--- config.mk ---
export PLATFORM = sky130hd
export DESIGN_NAME = csa_array_mult
export DESIGN_NICKNAME = d
export VERILOG_FILES = /design/src/rtl/csam_pkg.sv /design/src/rtl/csam_pp_gen.sv /design/src/rtl/csam_csa_row.sv /design/src/rtl/csam_cpa.sv /design/src/rtl/csa_array_mult.sv
export SDC_FILE = /design/constraint.sdc
export NUM_CORES = 1
export LEC_CHECK = 0
export CORE_MARGIN = 10
export CORE_UTILIZATION = 49
export DETAILED_ROUTE_END_ITERATION = 8
export PLACE_DENSITY = 0.81
export SKIP_LAST_GASP = 1
export SLEW_MARGIN = 20
export SYNTH_ARGS = -nofsm -noshare
export SYNTH_HDL_FRONTEND = slang
export SYNTH_SLANG_ARGS = --single-unit
--- constraint.sdc ---
create_clock -name clk -period 7.3 [get_ports clk]
set_input_delay 1.095 -clock clk [delete_from_list [all_inputs] [get_ports clk]]
set_output_delay 1.095 -clock clk [all_outputs]
set_load 0.005 [all_outputs]
--- src/rtl/csam_pkg.sv ---
// Package: shared sizing helpers for the carry-save array multiplier.
// Assumes operand widths of at least two bits.
package csam_pkg;

    // Product width for an n-bit by n-bit unsigned multiply.
    function automatic int prod_width(input int n);
        return 2 * n;
    endfunction

    // Number of 3:2 carry-save stages needed to fold n rows into two words.
    function automatic int csa_stages(input int n);
        return (n > 2) ? n - 2 : 0;
    endfunction

endpackage

--- src/rtl/csam_pp_gen.sv ---
// Module: partial-product generator.
// Forms all N rows at once. Row j is op_a gated by op_b[j], moved left by j.
// Assumes PW >= 2*N so that no row bit falls off the top.
module csam_pp_gen #(
    parameter int N  = 8,
    parameter int PW = 16
) (
    input  logic [N-1:0]          mcand,
    input  logic [N-1:0]          mplier,
    output logic [N-1:0][PW-1:0]  rows
);

    localparam int PAD = PW - N;

    genvar j;
    generate
        for (j = 0; j < N; j++) begin : g_row
            // Gate the multiplicand with one multiplier bit and weight it by 2^j.
            assign rows[j] = {{PAD{1'b0}}, (mcand & {N{mplier[j]}})} << j;
        end
    endgenerate

endmodule

--- src/rtl/csam_csa_row.sv ---
// Module: one 3-to-2 carry-save stage over PW-bit words.
// Each bit position is an independent full adder. The majority outputs form
// the carry word one position higher, and no carry moves sideways.
// Assumes the three inputs sum to less than 2^PW, so the top majority bit is zero.
module csam_csa_row #(
    parameter int PW = 16
) (
    input  logic [PW-1:0] in_x,
    input  logic [PW-1:0] in_y,
    input  logic [PW-1:0] in_z,
    output logic [PW-1:0] sum_w,
    output logic [PW-1:0] cry_w
);

    logic [PW-1:0] maj;

    // Per-bit full adder: parity gives the sum bit, majority gives the saved carry.
    always_comb begin
        for (int k = 0; k < PW; k++) begin
            sum_w[k] = in_x[k] ^ in_y[k] ^ in_z[k];
            maj[k]   = (in_x[k] & in_y[k]) | (in_x[k] & in_z[k]) | (in_y[k] & in_z[k]);
        end
    end

    // Saved carries move up one weight position. The top majority bit is zero by the assumption above.
    assign cry_w = {maj[PW-2:0], 1'b0};

    logic unused_top;
    assign unused_top = maj[PW-1];

endmodule

--- src/rtl/csam_cpa.sv ---
// Module: the single carry-propagate adder that merges the final sum and carry words.
// A plain ripple of full adders over PW bits. The carry out goes to the checks.
module csam_cpa #(
    parameter int PW = 16
) (
    input  logic [PW-1:0] op_s,
    input  logic [PW-1:0] op_c,
    output logic [PW-1:0] total,
    output logic          cout
);

    logic [PW:0] rc;

    assign rc[0] = 1'b0;

    genvar k;
    generate
        for (k = 0; k < PW; k++) begin : g_fa
            // One ripple position: sum bit and carry into the next position.
            assign total[k]  = op_s[k] ^ op_c[k] ^ rc[k];
            assign rc[k+1]   = (op_s[k] & op_c[k]) | (rc[k] & (op_s[k] ^ op_c[k]));
        end
    endgenerate

    assign cout = rc[PW];

endmodule

--- src/rtl/csa_array_mult.sv ---
// Module: top of the unsigned carry-save array multiplier.
// Builds the partial-product rows and folds them through WIDTH-2 carry-save stages.
// One ripple adder at the end merges the two remaining words.
// OUT_REG selects a registered output (one clock of latency) or a purely combinational one.
// Assumes WIDTH >= 2. The reset is synchronous and active low, and acts on the output register only.
module csa_array_mult
    import csam_pkg::*;
#(
    parameter int WIDTH   = 8,
    parameter int OUT_REG = 1
) (
    input  logic                      clk,
    input  logic                      rst_n,
    input  logic [WIDTH-1:0]          op_a,
    input  logic [WIDTH-1:0]          op_b,
    output logic [2*WIDTH-1:0]        product
);

    localparam int PW    = prod_width(WIDTH);
    localparam int NSTG  = csa_stages(WIDTH);
    localparam int EW    = PW + 2;

    logic [WIDTH-1:0][PW-1:0] pp;
    logic [WIDTH-2:0][PW-1:0] acc_s;
    logic [WIDTH-2:0][PW-1:0] acc_c;
    logic [PW-1:0]            merged;
    logic                     merge_cout;

    initial begin
        AST_WIDTH_MIN: assert (WIDTH >= 2) else $error("WIDTH must be at least 2");
    end

    csam_pp_gen #(.N(WIDTH), .PW(PW)) u_pp (
        .mcand  (op_a),
        .mplier (op_b),
        .rows   (pp)
    );

    // The first two rows seed the running sum and carry words.
    assign acc_s[0] = pp[0];
    assign acc_c[0] = pp[1];

    genvar k;
    generate
        for (k = 1; k <= NSTG; k++) begin : g_stage
            csam_csa_row #(.PW(PW)) u_row (
                .in_x  (acc_s[k-1]),
                .in_y  (acc_c[k-1]),
                .in_z  (pp[k+1]),
                .sum_w (acc_s[k]),
                .cry_w (acc_c[k])
            );

            // Each stage keeps the total of its three inputs in its two outputs.
            AST_STAGE_CONSERVE: assert property (@(posedge clk) disable iff (!rst_n)
                EW'(acc_s[k-1]) + EW'(acc_c[k-1]) + EW'(pp[k+1])
                    == EW'(acc_s[k]) + EW'(acc_c[k]));
        end
    endgenerate

    csam_cpa #(.PW(PW)) u_cpa (
        .op_s  (acc_s[WIDTH-2]),
        .op_c  (acc_c[WIDTH-2]),
        .total (merged),
        .cout  (merge_cout)
    );

    // The final two words together still hold the exact product.
    AST_CHAIN_EXACT: assert property (@(posedge clk) disable iff (!rst_n)
        EW'(acc_s[WIDTH-2]) + EW'(acc_c[WIDTH-2]) == EW'(op_a) * EW'(op_b));

    // The full-width final adder never overflows.
    AST_NO_OVERFLOW: assert property (@(posedge clk) disable iff (!rst_n)
        merge_cout == 1'b0);

    // The merged result equals the arithmetic product.
    AST_PRODUCT_EXACT: assert property (@(posedge clk) disable iff (!rst_n)
        merged == PW'(op_a) * PW'(op_b));

    generate
        if (OUT_REG != 0) begin : g_reg
            logic [PW-1:0] prod_q;

            // Output register: clear on reset, otherwise capture the merged product.
            always_ff @(posedge clk) begin
                if (!rst_n) prod_q <= '0;
                else        prod_q <= merged;
            end

            assign product = prod_q;

            // The output follows the previous cycle's operands.
            AST_REG_LATENCY: assert property (@(posedge clk) disable iff (!rst_n)
                $past(rst_n) |-> product == PW'($past(op_a)) * PW'($past(op_b)));

            // The first cycle after a reset edge shows a cleared output.
            AST_RESET_CLEAR: assert property (@(posedge clk) disable iff (!rst_n)
                !$past(rst_n) |-> product == '0);
        end else begin : g_comb
            assign product = merged;
        end
    endgenerate

endmodule

Yosys cells after proc, flatten, opt, wreduce, memory -nomap -nowiden:

Index checks and enable logic that the tools add are counted.

* bitwise logic cells: 346

Operators by type and width (count)
* bitwise AND 1 bit: 145
* XOR 1 bit: 104
* OR 1 bit: 89
* bitwise AND 8 bit: 8

* register bits after elaboration: 16
* word-level logic and storage cells: 347
* bits of input ports: 18
* output and inout bits: 16

Longest topological paths before layout:

* depth in word-level cells: 34
* mapped depth: 19

Cells and area by module:

A second synthesis with hierarchy kept.

* cell total of the unflattened synthesis: 296
* area total of the unflattened synthesis: 3693.5 um^2

By module, submodules not included
* csam_csa_row: seq. area each 0.0 um^2, area each 335.3 um^2, cells an instance 18, instances 6
* csam_pp_gen: seq. area each 0.0 um^2, area each 884.6 um^2, cells an instance 129, instances 1
* csa_array_mult: seq. area each 320.3 um^2, area each 446.7 um^2, cells an instance 33, instances 1
* csam_cpa: seq. area each 0.0 um^2, area each 350.3 um^2, cells an instance 26, instances 1

Least setup slack after synthesis:

No wires, ideal clock.

* kind: input to register
* start: input op_a[7]
* end: register g_reg.prod_q[14], in the netlist product[14]
* arrival: 7.451 ns
* cell stages on the path: 19
* setup time: 0.116 ns
* path buffers: 0
* setup slack: -0.267 ns
* required time: 7.184 ns
* cells stage by stage: nand2_1 -> fa_1 -> inv_1 -> fa_1 -> fa_1 -> fa_1 -> fa_1 -> inv_1 -> fa_1 -> inv_1 -> ha_1 -> fa_1 -> fa_1 -> fa_1 -> fa_1 -> fa_1 -> fa_1 -> fa_1 -> and2_2

* longest elaborated chain between the ends: 28
* elaborated cells between the ends (all ways): 213
* classes of those cells: 213 x bitwise

RTL lines
* start: declaration: line csa_array_mult.sv:14 `input logic [WIDTH-1:0] op_a,`
* bitwise AND 8 bit: line csam_pp_gen.sv:19 `assign rows[j] = {{PAD{1'b0}}, (mcand & {N{mplier[j]}})} << j;`
* bitwise AND 1 bit / XOR 1 bit (equally long branches): line csam_csa_row.sv:21, csam_csa_row.sv:20
* OR 1 bit / XOR 1 bit (equally long branches): line csam_csa_row.sv:21, csam_csa_row.sv:20
* OR 1 bit (tied with other cells): line csam_csa_row.sv:21 `maj[k] = (in_x[k] & in_y[k]) | (in_x[k] & in_z[k]) | (in_y[k] & in_z[k]);`
* XOR 1 bit / OR 1 bit (equally long branches): line csam_csa_row.sv:20, csam_csa_row.sv:21
* XOR 1 bit (tied with other cells): line csam_csa_row.sv:20 `sum_w[k] = in_x[k] ^ in_y[k] ^ in_z[k];`
* XOR 1 bit / OR 1 bit (equally long branches): line csam_csa_row.sv:20, csam_csa_row.sv:21
* XOR 1 bit (tied with other cells): line csam_csa_row.sv:20
* [... 13 more ...]
* bitwise AND 1 bit: line csam_cpa.sv:21 `assign rc[k+1] = (op_s[k] & op_c[k]) | (rc[k] & (op_s[k] ^ op_c[k]));`
* OR 1 bit: line csam_cpa.sv:21
* bitwise AND 1 bit: line csam_cpa.sv:21
* OR 1 bit: line csam_cpa.sv:21
* bitwise AND 1 bit: line csam_cpa.sv:21
* OR 1 bit: line csam_cpa.sv:21
* XOR 1 bit (*): line csam_cpa.sv:20 `assign total[k] = op_s[k] ^ op_c[k] ^ rc[k];`
* named net merged[14]: line csa_array_mult.sv:26 `logic [PW-1:0] merged;`
* end signal: assignment: line csa_array_mult.sv:87 `else prod_q <= merged;`
* end: declaration: line csa_array_mult.sv:82 `logic [PW-1:0] prod_q;`

The timed path passes the listed nets; every way through them passes the cells marked *.
A chain may end at the register's enable or synchronous reset.

Worst setup path after layout:

* start: input op_b[2]
* end: register g_reg.prod_q[14], in the netlist product[14]

* longest elaborated chain between the ends: 33
* elaborated cells between the ends (all ways): 306
* classes of those cells: 306 x bitwise

RTL lines
* start: declaration: line csa_array_mult.sv:15 `input logic [WIDTH-1:0] op_b,`
* bitwise AND 8 bit (*): line csam_pp_gen.sv:19
* bitwise AND 1 bit: line csam_csa_row.sv:21
* OR 1 bit (2 in a row): line csam_csa_row.sv:21
* bitwise AND 1 bit: line csam_csa_row.sv:21
* OR 1 bit (2 in a row): line csam_csa_row.sv:21
* bitwise AND 1 bit: line csam_csa_row.sv:21
* OR 1 bit (2 in a row): line csam_csa_row.sv:21
* bitwise AND 1 bit: line csam_csa_row.sv:21
* [... 15 more ...]
* bitwise AND 1 bit: line csam_cpa.sv:21
* OR 1 bit: line csam_cpa.sv:21
* bitwise AND 1 bit: line csam_cpa.sv:21
* OR 1 bit: line csam_cpa.sv:21
* bitwise AND 1 bit: line csam_cpa.sv:21
* OR 1 bit: line csam_cpa.sv:21
* XOR 1 bit (*): line csam_cpa.sv:20
* named net merged[14]: line csa_array_mult.sv:26

Marks and branches as above.

==> impl_metrics.csv <==
group,metric,value,unit
clock_tree,path_clk_slew,60,ps
power_and_ir_drop,vdd.ir_drop.worst,0.000149,V
finish,largest_reg_flops,16,
clock_tree,clock_tree_from_tritoncts,"built",
critical_path,critPathLaunchType,"input port",
detailed_routing,routed_via_density,4.81,
finish,post_layout_nonfiller_instances,291,
grt,first_global_vias,1685,
critical_path,critical_path.max_fanout,5,
detailed_routing,antenna_violating_nets_post_route,0,
synth,post_synth_xor_xnor_area,0,%
sta,fin_crit_sh,97.9,%
placement,dpl.cell_count,287,
placement,hpwl_detailed,3250,um
synth,synth_warnings,0,
clock_tree,clock_sink_count,16,
sta,worstMarginPinSlew,388,ps
sta,max_slew_margin,74.1,%
run,cap_viol_max_count,0,
synth,post_synth.cell_area_avg,10.2,um2
worst_hold_path,min_path_type,"in2reg",
sta,final_hold_viol_count,0,
synth,post_synth_inst_count,193,
floorplan,floorplan.io_pins,34,
clock_tree,holdBufCountCts,0,
placement,port-buffer-count,33,
synth,yosys.area_share.simple,21.8,%
critical_path,timing_worst_setup_path_type,"in2reg",
power_and_ir_drop,switchingPower,0.215,mW
finish,ff_latch_area,320,um2
sta,final.min_clock_period,7140,ps
clock_tree,cts.path.max_buffers,2,
finish,final_net_count,316,
sta,timing.final.setup_violations,0,
power_and_ir_drop,power.density_cell_area,230,nW/um2
grt,gr-usage-met1,12.4,%
detailed_routing,vias,1400,
power_and_ir_drop,cellLeakagePower,1.22,nW
finish,mostFrequentLayoutCells,"sky130_fd_sc_hd__inv_1 (39), sky130_fd_sc_hd__and2_1 (36), sky130_fd_sc_hd__fa_1 (35), sky130_fd_sc_hd__nand2_1 (27), sky130_fd_sc_hd__clkdlybuf4s50_1 (23)",
power_and_ir_drop,power_frac_clock,13.5,%
detailed_routing,remaining_drc_errors,0,
synth,synth_sequential_area_ratio,16.2,%
placement,place_worst_setup_slack,-915,ps
grt,maximum_number_of_pins_on_one_net_before_global_route_repair,17,
synth,dominant_combinational_cell_family_by_area_after_synthesis,"adder cells",
grt,grt_usage,11.6,%
critical_path,critPathMaxStageDelay,570,ps
finish,final_area,2540,um2
clock_tree,h_tree_levels,1,
critical_path,critical_path.cell_chain,"buf_4 -> nand2_2 -> fa_1 -> inv_2 -> fa_2 -> fa_2 -> fa_2 -> inv_1 -> fa_2 -> fa_1 -> inv_1 -> ha_2 -> fa_2 -> fa_2 -> fa_2 -> fa_2 -> fa_2 -> fa_2 -> fa_1 -> and2_4",
grt,grt_util_met3,3.22,%
critical_path,worst_setup_path_end_kind,"flip-flop",
placement,placed_area,2460,um2
sta,achievable-frequency,140,MHz
clock_tree,cts-buffers-inserted,3,
detailed_routing,detailedRoute.firstIterationViolations,19,
floorplan,horizontal_extent_of_the_die,83.5,um
power_and_ir_drop,swShare,36.9,%
placement,last_weighted_congestion_value_of_the_routability_driven_placer,0.768,
floorplan,placement_row_count,23,
critical_path,worst-endpoint-arrival,7290,ps
finish,layout-drive-gt1-share,22.8,%
critical_path,critical_path.n_buffers_inverters,4,
power_and_ir_drop,p_total,0.583,mW
clock_tree,post-cts-setup-buffer-count,0,
synth,synth_area_in_compound_gates,0,%
grt,globalRouteMet2Util,22.5,%
synth,synth_cell_types,9,
finish,layout.cells.most_common,"sky130_fd_sc_hd__inv_1",
grt,antenna_violations_before_repair,0,
sta,setup_repair_after_global_routing_missed_its_margin,"no",
floorplan,dieArea,6980,um2
sta,finalWorstSetupSlack,156,ps
floorplan,core_area,3940,um2
finish,combined_area_of_the_multi_input_logic_cells,1540,um2
detailed_routing,routed_wl,3610,um
power_and_ir_drop,combPwrFrac,65.5,%
synth,synth.area.mux_share,0,%
synth,synth.cell_area,1980,um2
power_and_ir_drop,power.internal,0.368,mW
power_and_ir_drop,seq_power_share,21.1,%
critical_path,crit_top_cell,"sky130_fd_sc_hd__fa_2",
clock_tree,clock-root-buffer,"sky130_fd_sc_hd__clkbuf_8",
status,run_status,"finished, final reports clean",
floorplan,die_height,83.5,um
finish,layout.core_utilization,64.4,%
synth,synth_fp_nets,267,
sta,final_max_slew_viol_count,0,
sta,fin_tns_setup,0,ps
finish,layout-area-overhead-vs-synth,28.3,%
detailed_routing,wire_per_inst,12.4,um
finish,antenna_diode_count,0,
synth,synth_adder_area_share,53.6,%
grt,grt_overflow_total,0,
floorplan,initial_utilization,50.2,%
critical_path,critical-path-slowest-cell,"sky130_fd_sc_hd__fa_2",
grt,wire_length_of_the_first_global_routing_pass,6960,um
detailed_routing,drt-pass1-iter-count,4,
critical_path,required,7450,ps
sta,worst_hold_slack,1140,ps
finish,fillers,337,
critical_path,top_family_by_delay_on_critical_path,"adder cells",
synth,postSynthRegisterBits,16,
grt,top_usage_layer,"met2",
## logic make-up (layout without fill, tap and decap cells)
group | count (synthesis) | after routing
fa+ha+maj | 56 | 56
simple gates | 79 | 79
flops | 16 | 16
buf+inv | 42 | 90
## layer usage
| layer | vias up | wire length, um |
|---|---|---|
| met5 | - | 0 |
| met4 | 0 | 11 |
| met3 | 2 | 151 |
| met2 | 26 | 2040 |
| met1 | 730 | 1400 |
| li1 | 642 | - |
## cells in the mapped netlist
cell / n / area, um2
sky130_fd_sc_hd__and3_2: 1 / 7.51
sky130_fd_sc_hd__and2_1: 36 / 225
sky130_fd_sc_hd__fa_1: 48 / 961
sky130_fd_sc_hd__dfxtp_1: 16 / 320
sky130_fd_sc_hd__buf_6: 1 / 11.3
sky130_fd_sc_hd__and2_2: 11 / 82.6
sky130_fd_sc_hd__ha_1: 8 / 100
sky130_fd_sc_hd__inv_1: 41 / 154
sky130_fd_sc_hd__nand2_1: 31 / 116
## power groups by stage
stage / clock network, mW / registers [mW] / logic [mW]
floorplan: 0 / 0.128 / 0.249
global placement: 0 / 0.124 / 0.363
detailed placement: 0 / 0.125 / 0.388
CTS: 0.0813 / 0.123 / 0.402
global route: 0.0849 / 0.125 / 0.456
finish: 0.0786 / 0.123 / 0.382
## timing repair
action,CTS,global route
gates resized for setup,58,0
gates cloned,0,0
setup endpoints to repair,3,2
pin swaps,19,6
## final timing paths
check     from                      to  slack, ps  cells after the start
min    op_b[0]   product[0]$_SDFF_PN0_       1140                      2
max    op_b[2]  product[14]$_SDFF_PN0_        160                     20
## cell type report
type	count	share of cell area, %
tap	50	2.46
clock buffer	4	2.17
inverter	41	6.06
multi-input combinational	135	60.6
timing repair buffer	45	16.1
sequential	16	12.6
Power figures use the tool's default switching activity.
